--- src/rtl/conv_seq_pkg.sv ---
package conv_seq_pkg;
  typedef enum logic {
    SEQ_IDLE = 1'b0,
    SEQ_RUN  = 1'b1
  } seq_state_e;
endpackage

--- src/rtl/conv_seq_phase.sv ---
// Sub-cycle counter for one processing period: derives the half-period
// strobes with a one-cycle guard gap at the end of each half.
module conv_seq_phase #(
  parameter int SUB_CYCLES = 4
) (
  input  logic clk,
  input  logic rst_n,
  input  logic run_i,
  output logic pix_rst_o,
  output logic pix_samp_o,
  output logic pwrdn_o,
  output logic last_sub_o
);
  localparam int CW = (SUB_CYCLES > 2) ? $clog2(SUB_CYCLES) : 1;
  localparam int HALF = SUB_CYCLES / 2;
  localparam logic [CW-1:0] LAST_C  = CW'(SUB_CYCLES - 1);
  localparam logic [CW-1:0] HALF_C  = CW'(HALF);
  localparam logic [CW-1:0] RGAP_C  = CW'(HALF - 1);

  logic [CW-1:0] cnt_q;

  always_ff @(posedge clk or negedge rst_n) begin
    if (!rst_n)                 cnt_q <= '0;
    else if (!run_i)            cnt_q <= '0;
    else if (cnt_q == LAST_C)   cnt_q <= '0;
    else                        cnt_q <= cnt_q + 1'b1;
  end

  always_comb begin
    pwrdn_o    = !run_i || (cnt_q < HALF_C);
    pix_rst_o  = run_i && (cnt_q < RGAP_C);
    pix_samp_o = run_i && (cnt_q >= HALF_C) && (cnt_q < LAST_C);
    last_sub_o = run_i && (cnt_q == LAST_C);
  end
endmodule

--- src/rtl/conv_seq_window.sv ---
// Window base register, stride latch, last-window test and the
// per-column switch decode.
module conv_seq_window #(
  parameter int PHYS     = 66,
  parameter int KSIZE    = 3,
  parameter int STRIDE_W = 3,
  parameter int BW       = 7
) (
  input  logic                clk,
  input  logic                rst_n,
  input  logic                load_i,
  input  logic                step_i,
  input  logic                run_i,
  input  logic [STRIDE_W-1:0] stride_i,
  output logic [BW-1:0]       base_o,
  output logic                last_o,
  output logic [PHYS-1:0]     col_en_o
);
  localparam int SW = BW + STRIDE_W + 1;
  localparam logic [SW-1:0] TAIL_C = SW'(KSIZE - 1);
  localparam logic [SW-1:0] EDGE_C = SW'(PHYS - 1);

  logic [STRIDE_W-1:0] stride_q;
  logic [BW-1:0]       base_q;
  logic [SW-1:0]       next_far;

  always_ff @(posedge clk or negedge rst_n) begin
    if (!rst_n) begin
      stride_q <= '0;
      base_q   <= '0;
    end else if (load_i) begin
      stride_q <= (stride_i == '0) ? STRIDE_W'(1) : stride_i;
      base_q   <= '0;
    end else if (step_i) begin
      base_q   <= base_q + BW'(stride_q);
    end
  end

  assign next_far = SW'(base_q) + SW'(stride_q) + TAIL_C;
  assign last_o   = next_far > EDGE_C;
  assign base_o   = base_q;

  for (genvar gi = 0; gi < PHYS; gi++) begin : g_col
    localparam logic [BW:0] IDX = (BW+1)'(gi);
    assign col_en_o[gi] = run_i && (IDX >= {1'b0, base_q}) &&
                          (IDX < ({1'b0, base_q} + (BW+1)'(KSIZE)));
  end
endmodule

--- src/rtl/conv_seq_weights.sv ---
// Local kernel tap storage, loaded once per frame.
module conv_seq_weights #(
  parameter int NTAP = 9,
  parameter int WW   = 4
) (
  input  logic               clk,
  input  logic               rst_n,
  input  logic               load_i,
  input  logic [NTAP*WW-1:0] wt_i,
  output logic [NTAP*WW-1:0] wt_o
);
  for (genvar gt = 0; gt < NTAP; gt++) begin : g_tap
    logic [WW-1:0] tap_q;
    always_ff @(posedge clk or negedge rst_n) begin
      if (!rst_n)      tap_q <= '0;
      else if (load_i) tap_q <= wt_i[gt*WW +: WW];
    end
    assign wt_o[gt*WW +: WW] = tap_q;
  end
endmodule

--- src/rtl/conv_col_sequencer.sv ---
module conv_col_sequencer #(
  parameter int ACT_COLS   = 64,
  parameter int PAD        = 1,
  parameter int KSIZE      = 3,
  parameter int WW         = 4,
  parameter int STRIDE_W   = 3,
  parameter int SUB_CYCLES = 4,
  localparam int PHYS = ACT_COLS + 2 * PAD,
  localparam int BW   = $clog2(PHYS + 1),
  localparam int NW   = KSIZE * KSIZE * WW
) (
  input  logic                clk,
  input  logic                rst_n,
  input  logic                start_i,
  input  logic [STRIDE_W-1:0] stride_i,
  input  logic [NW-1:0]       weights_i,
  output logic [PHYS-1:0]     col_en_o,
  output logic                pix_rst_o,
  output logic                pix_samp_o,
  output logic                mac_pwrdn_o,
  output logic                col_valid_o,
  output logic [BW-1:0]       col_idx_o,
  output logic                frame_done_o,
  output logic [NW-1:0]       weights_o
);
  import conv_seq_pkg::*;

  seq_state_e    state_q;
  logic          run;
  logic          load;
  logic          last_sub;
  logic          last_win;
  logic          finish;
  logic          done_q;
  logic [BW-1:0] base;

  assign run    = (state_q == SEQ_RUN);
  assign load   = start_i && (state_q == SEQ_IDLE);
  assign finish = last_sub && last_win;

  always_ff @(posedge clk or negedge rst_n) begin
    if (!rst_n) begin
      state_q <= SEQ_IDLE;
      done_q  <= 1'b0;
    end else begin
      done_q <= finish;
      if (load)        state_q <= SEQ_RUN;
      else if (finish) state_q <= SEQ_IDLE;
    end
  end

  conv_seq_phase #(.SUB_CYCLES(SUB_CYCLES)) u_phase (
    .clk        (clk),
    .rst_n      (rst_n),
    .run_i      (run),
    .pix_rst_o  (pix_rst_o),
    .pix_samp_o (pix_samp_o),
    .pwrdn_o    (mac_pwrdn_o),
    .last_sub_o (last_sub)
  );

  conv_seq_window #(
    .PHYS(PHYS), .KSIZE(KSIZE), .STRIDE_W(STRIDE_W), .BW(BW)
  ) u_window (
    .clk      (clk),
    .rst_n    (rst_n),
    .load_i   (load),
    .step_i   (last_sub && !last_win),
    .run_i    (run),
    .stride_i (stride_i),
    .base_o   (base),
    .last_o   (last_win),
    .col_en_o (col_en_o)
  );

  conv_seq_weights #(.NTAP(KSIZE * KSIZE), .WW(WW)) u_weights (
    .clk    (clk),
    .rst_n  (rst_n),
    .load_i (load),
    .wt_i   (weights_i),
    .wt_o   (weights_o)
  );

  assign col_valid_o  = last_sub;
  assign col_idx_o    = base + BW'((KSIZE - 1) / 2);
  assign frame_done_o = done_q;
endmodule

--- config.mk ---
export PLATFORM = sky130hd
export DESIGN_NAME = conv_col_sequencer
export DESIGN_NICKNAME = d
export VERILOG_FILES = /design/src/rtl/conv_seq_pkg.sv /design/src/rtl/conv_seq_phase.sv /design/src/rtl/conv_seq_window.sv /design/src/rtl/conv_seq_weights.sv /design/src/rtl/conv_col_sequencer.sv
export SDC_FILE = /design/constraint.sdc
export NUM_CORES = 1
export LEC_CHECK = 0
export BUFFER_PORTS_ARGS = -buffer_cell sky130_fd_sc_hd__buf_2
export CAP_MARGIN = 15
export CORE_MARGIN = 2
export CORE_UTILIZATION = 44
export CTS_CLUSTER_DIAMETER = 100
export DETAILED_ROUTE_END_ITERATION = 12
export HOLD_SLACK_MARGIN = 0.06
export PLACE_DENSITY_LB_ADDON = 0.08
export SYNTH_ARGS = -nofsm -noshare
export SYNTH_HDL_FRONTEND = slang
export SYNTH_SLANG_ARGS = --single-unit
--- constraint.sdc ---
create_clock -name clk -period 3.3 [get_ports clk]
set_input_delay 0.825 -clock clk [delete_from_list [all_inputs] [get_ports clk]]
set_output_delay 0.825 -clock clk [all_outputs]
set_load 0.02 [all_outputs]
* Word level (Yosys, flattened, before mapping) *
Cells that the tools add are included.

operators by class
  reduce and logical (&&, ||, !) cells = 145
  equal/unequal tests = 1
  add/subtract/negate cells = 6
  magnitude comparators = 137
  muxes and demuxes = 7
  bitwise gates (word level) = 1

operators with widths
  kind                                                              count
  less-than comparator 6 x 8 -> 1 bit, first input constant         32
  greater-or-equal comparator 6 x 7 -> 1 bit, first input constant  32
  logical AND 1 bit                                                 139
  less-than comparator 5 x 8 -> 1 bit, first input constant         16
  greater-or-equal comparator 5 x 7 -> 1 bit, first input constant  16
  less-than comparator 4 x 8 -> 1 bit, first input constant         8
  greater-or-equal comparator 4 x 7 -> 1 bit, first input constant  8
  less-than comparator 3 x 8 -> 1 bit, first input constant         4
  greater-or-equal comparator 3 x 7 -> 1 bit, first input constant  4
  less-than comparator 1 x 8 -> 1 bit, first input constant         2
  less-than comparator 2 x 8 -> 1 bit, first input constant         2
  less-than comparator 7 x 8 -> 1 bit, first input constant         2
  greater-or-equal comparator 1 x 7 -> 1 bit, first input constant  2
  greater-or-equal comparator 2 x 7 -> 1 bit, first input constant  2
  greater-or-equal comparator 7 bit, first input constant           2
  two-way mux 7 bit                                                 2
  adder 11 x 2 -> 11 bit, second input constant                     1
  > comparator 11 x 7 -> 1 bit, second input constant               1
  adder 7 x 2 -> 8 bit, second input constant                       1
  adder 7 x 3 -> 8 bit                                              1
  adder 7 x 1 -> 7 bit, second input constant                       1
  adder 7 x 3 -> 7 bit                                              1
  less-than comparator 2 bit, second input constant                 2
  two-way mux 2 bit                                                 2
  other kinds (11)                                                  14

storage, ports and cells
  output and inout port bits = 114
  input bits = 42
  word-level logic and storage cells = 311
  register bits after elaboration = 50

* Depth between registers and ports, before layout *
  depth after elaboration = 7
  gate-level depth with buffers = 13
  gate-level depth less buffers = 13

* Modules after synthesis *
From an unflattened synthesis, not the netlist that was laid out.

second synthesis, totals
  cells, all modules = 447
  area, all modules = 4342.9 um^2

modules (own cells, without submodules)
  module              sequential area each (um^2)  area each (um^2)  times used  cells each
  conv_seq_window     250.2                        2538.7            1           337
  conv_seq_weights    900.9                        1490.2            1           76
  conv_col_sequencer  50.0                         175.2             1           19
  conv_seq_phase      50.0                         138.9             1           15

* Least setup slack after synthesis *
Ideal clock, no wire load.

  kind = flip-flop to output port
  start point = reg u_window.base_q[0] (netlist: u_window.base_o[0])
  end point = out col_en_o[39]
  slack = -566 ps
  stages on the path, launching flop included = 12
  path buffers = 2
  arrival = 3041 ps
  data required time = 2475 ps
  cell sequence = dfrtp_1 buf_2 inv_1 ha_1 and3b_1 clkbuf_2 o21ai_1 o22a_1 o21ai_1 nand2_1 a21boi_0 a2111oi_0

on the way
  cells in the longest elaborated chain, start to end = 3
  elaborated cells on any way between the ends = 5
  those cells by class = 1 x add/sub; 2 x order compare; 2 x reduce/logical

ends and longest elaborated chain
  what                                                                                line                                          RTL
  from (decl)                                                                         conv_seq_window.sv:24                         logic [BW-1:0] base_q;
  from (signal assigned)                                                              conv_seq_window.sv:35                         base_q <= base_q + BW'(stride_q);
  adder 7 x 2 -> 8 bit or greater-or-equal comparator 6 x 7 -> 1 bit (tied branches)  conv_seq_window.sv:46, conv_seq_window.sv:45
  less-than comparator 6 x 8 -> 1 bit or logical AND 1 bit (tied branches)            conv_seq_window.sv:46, conv_seq_window.sv:45
  logical AND 1 bit *                                                                 conv_seq_window.sv:45                         assign col_en_o[gi] = run_i && (IDX >= {1'b0, base_q}) &&
  to (decl)                                                                           conv_col_sequencer.sv:17                      output logic [PHYS-1:0] col_en_o,

Mark *: on every way between the ends. The rest lies on a longest branch, timed or not.

* Worst setup path after layout *
  start point = reg u_window.base_q[0] (netlist: u_window.base_o[0])
  end point = out col_en_o[33]

Same word-level chain as after synthesis.

==> impl_results.md <==
- Clock Pin Slew Worst Setup and Hold Paths: 90 ps
- Synth cell types: 55
- Worst hold path type: primary input to asynchronous set/reset pin
- CP startpoint kind: flip-flop
- Max cap viols: 0
- RSZ-0062 raised after global routing: yes
- Total vias in the final route: 4,349
- Mapped Avg Cell Area: 7.56 um^2
- Area of the mapped netlist: 3790 um^2
- Worst EP arrival: 2510 ps
- First-pass GRT wire length: 21,300 um
- Final Hold Fails: 0
- CP Capture Type: output port
- Fmax: 300 MHz
- FFs w/ async S/R, synth: 100%
- Cell with the most instances after synthesis: nand2_1
- Initial core utilization: 45.6%
- #FFs+latches synth: 50
- Half-perimeter wire length after placement: 9620 um
- Syn_nets: 557
- Warnings, synthesis: 0
- Worst-margin pin slew: 817 ps
- FF-to-FF End: u_window.base_o[5]$_DFFE_PN0P_
- Area delta synth->final: 43.1%
- Yosys top cell area share: 33.0%
- Crit share post-route: 101%
- Final WL: 13,100 um
- P per Cell Area: 1240 nW/um^2
- Post-synth EDFFs: 0
- DR iter-0 viols: 170
- CTS Buf Count: 5
- Max-slew headroom: 45.5%
- Place WS: 16.8 ps
- Outcome: complete, but fails checks
- Gpl congestion: 0.950
- Critical path's largest stage delay: 430 ps
- Synth top area cells: dfrtp_1 33%, nand2_1 15%, a221oi_1 7.2%
- Fin crit period: 3340 ps
- Core area: 8300 um^2
- Clock skew: 8.88 ps
- Filler instances: 734
- Most frequent cells after synthesis: 150 x nand2_1, 50 x dfrtp_1, 32 x nor2_1, 31 x a221oi_1, 25 x clkbuf_1
- CTS tree: done
- Post-synthesis simple-gate area fraction: 30.9%
- Clk buf depth: 2
- Tot GR Track Use: 27.0%
- Chip Height: 96.8 um
- Final hold slack: 370 ps
- Met3 Use GR: 4.77%
- Worst R2R Path Depth: 10
- Vias in the first global route: 4,328
- Post-synthesis compound-gate area fraction: 22.0%
- Share of layout cells above drive strength 1: 44.3%
- Cts hold-fix bufs: 0
- Met1 usage: 34.1%
- Post-route setup slack: -35.4 ps
- Initial antenna violation count: 0
- Grt total ovfl: 0
- Top Usage Layer GRT: met2
- Drt wl/cell: 16.9 um
- Via density: 5.63
- Post-synth top area cell: dfrtp_1
- R2r setup slk: 120 ps
- Largest family of logic cells by synthesized area: simple AND/OR/NAND/NOR gates
- Crit path max fanout: 7
- Post-synthesis adder-cell area fraction: 4.82%
- Residual DRC count: 0
- Crit-path cells: clkinvlp_4 > ha_4 > and3b_2 > o21ai_4 > o22a_1 > o21ai_4 > buf_6 > nand2_2 > and3_4 > buf_6
- Nets: 723
- Slowest cell on the critical path: dfrtp_1
- Largest net degree at the start of global routing: 51
- Final setup violating endpoints: 4
- VDD IR max: 0.586 mV
- Die width: 96.8 um
- Register area share after synthesis: 33.0%
- CTS Sinks: 50
- H-tree lvl count: 2
- Clock Tree Root: clkbuf_8
- PortBufs: 155
- Met2 GRT Util: 46.3%
- Antenna-violating nets left: 0
- CP required: 2470 ps
- Leak: 0.00282 uW
- Site Rows: 33
- Failing checks: setup timing
- Die area: 9360 um^2
- Mux contribution to synthesized area: 1.39%
- First drt pass iteration count: 5
- Cell count after synthesis: 501
- Io pins: 156
- Worst-Skew Late Latency: 300 ps
- Slew Viols, Final: 0
- Synth Area in XOR/XNOR: 2.54%
- WS Path Type: flip-flop to output port
- Antenna Cells: 0
- Reg2reg start: u_window.base_o[0]$_DFFE_PN0P_
- Ys flop type: dfrtp_1
[worst max-delay path by stage]
stage                                        start            to  slack, ps  depth (start not counted)
CTS                 u_window.base_o[0]$_DFFE_PN0P_  col_en_o[39]       -0.1                         10
global route        u_window.base_o[0]$_DFFE_PN0P_  col_en_o[42]       -130                          9
detailed placement  u_window.base_o[0]$_DFFE_PN0P_  col_en_o[39]         20                         10
floorplan           u_window.base_o[0]$_DFFE_PN0P_  col_en_o[36]       -210                          9
global placement    u_window.base_o[0]$_DFFE_PN0P_  col_en_o[39]        100                         10
finish              u_window.base_o[0]$_DFFE_PN0P_  col_en_o[33]        -40                         10
[where the power goes]
group / switching (uW) / internal [uW] / total, uW
combinational: 3350 / 1920 / 5270
clock: 206 / 150 / 357
sequential: 206 / 882 / 1090
total: 3760 / 2950 / 6710
[per-layer routing]
metal  share of wire (%)  vias to the layer above
met3                 6.4                       30
li1                    -                     2076
met4                 3.1                        0
met5                   0                        -
met2                  50                      194
met1                  41                     2049
[state kept, by name, indices dropped and copies added (netlist names)]
register	cells
frame_done_o	1
run	1
u_phase.cnt_q	2
u_weights.g_tap.tap_q	36
u_window.base_o	7
u_window.stride_q	3
[final cells by class]
type / count / area, um^2 / share of cell area, %
inverters: 10 / 41.3 / 0.762
clock inverters: 2 / 13.8 / 0.254
flip-flops and latches: 50 / 1250 / 23.1
well taps: 105 / 131 / 2.42
repair buffers: 199 / 1190 / 21.9
clock buffers: 6 / 72.6 / 1.34
multi-input cells: 401 / 2720 / 50.2
[critical path: cells and delay by family, from the launching register on]
family / cells / cell delay, ps
fa+ha+maj: 1 / 190
buf+inv: 3 / 420
compound gates: 3 / 600
flops: 1 / 430
simple gates: 3 / 550
[layout by cell type (no fill, tap or decap), types with 6 or more instances in the layout]
cell      netlist  final
o21ai_0        12     10
a211oi_1       21      8
buf_2          11    146
nor2_1         32     29
and2_1          9      7
nand3_1        13     13
a221oi_2        0     18
xnor2_1         8      6
buf_6           0      9
nand2b_1       12     10
a21oi_1        16     15
a211oi_2        0     13
dfrtp_1        50     48
inv_1          10      9
a221oi_1       31     12
ha_1           13     11
nand2_1       150    145
buf_4           0     42
[stage by stage]
| step | std cells | area (um^2) | utilization (%) | power (uW) | setup TNS (ps) |
|---|---|---|---|---|---|
| global route | 773 | 5420 | 65.3 | 7200 | -2000 |
| detailed placement | 755 | 4990 | 60.1 | 5900 | 0 |
| floorplan | 501 | 3980 | - | 4330 | -980 |
| CTS | 765 | 5160 | 62.2 | 6350 | -0.121 |
| finish | 773 | 5420 | 65.3 | 6710 | -79.3 |
| global placement | 755 | 4990 | 60.1 | 5840 | 0 |
[timing repair]
| action | in CTS | in global routing |
|---|---|---|
| pin swaps | 3 | 11 |
| setup buffers | 2 | 7 |
| gates resized for setup | 17 | 51 |
| setup endpoints to repair | 54 | 69 |
[kinds of logic after synthesis]
kind of cell	Yosys count
AND/OR/NAND/NOR	258
AO/OA/AOI/OAI	113
flip-flops	50
buffers and inverters	50
adder cells (fa/ha/maj)	14
multiplexers	5
XOR/XNOR	11
Note: power is estimated with default switching activity, not from simulation.
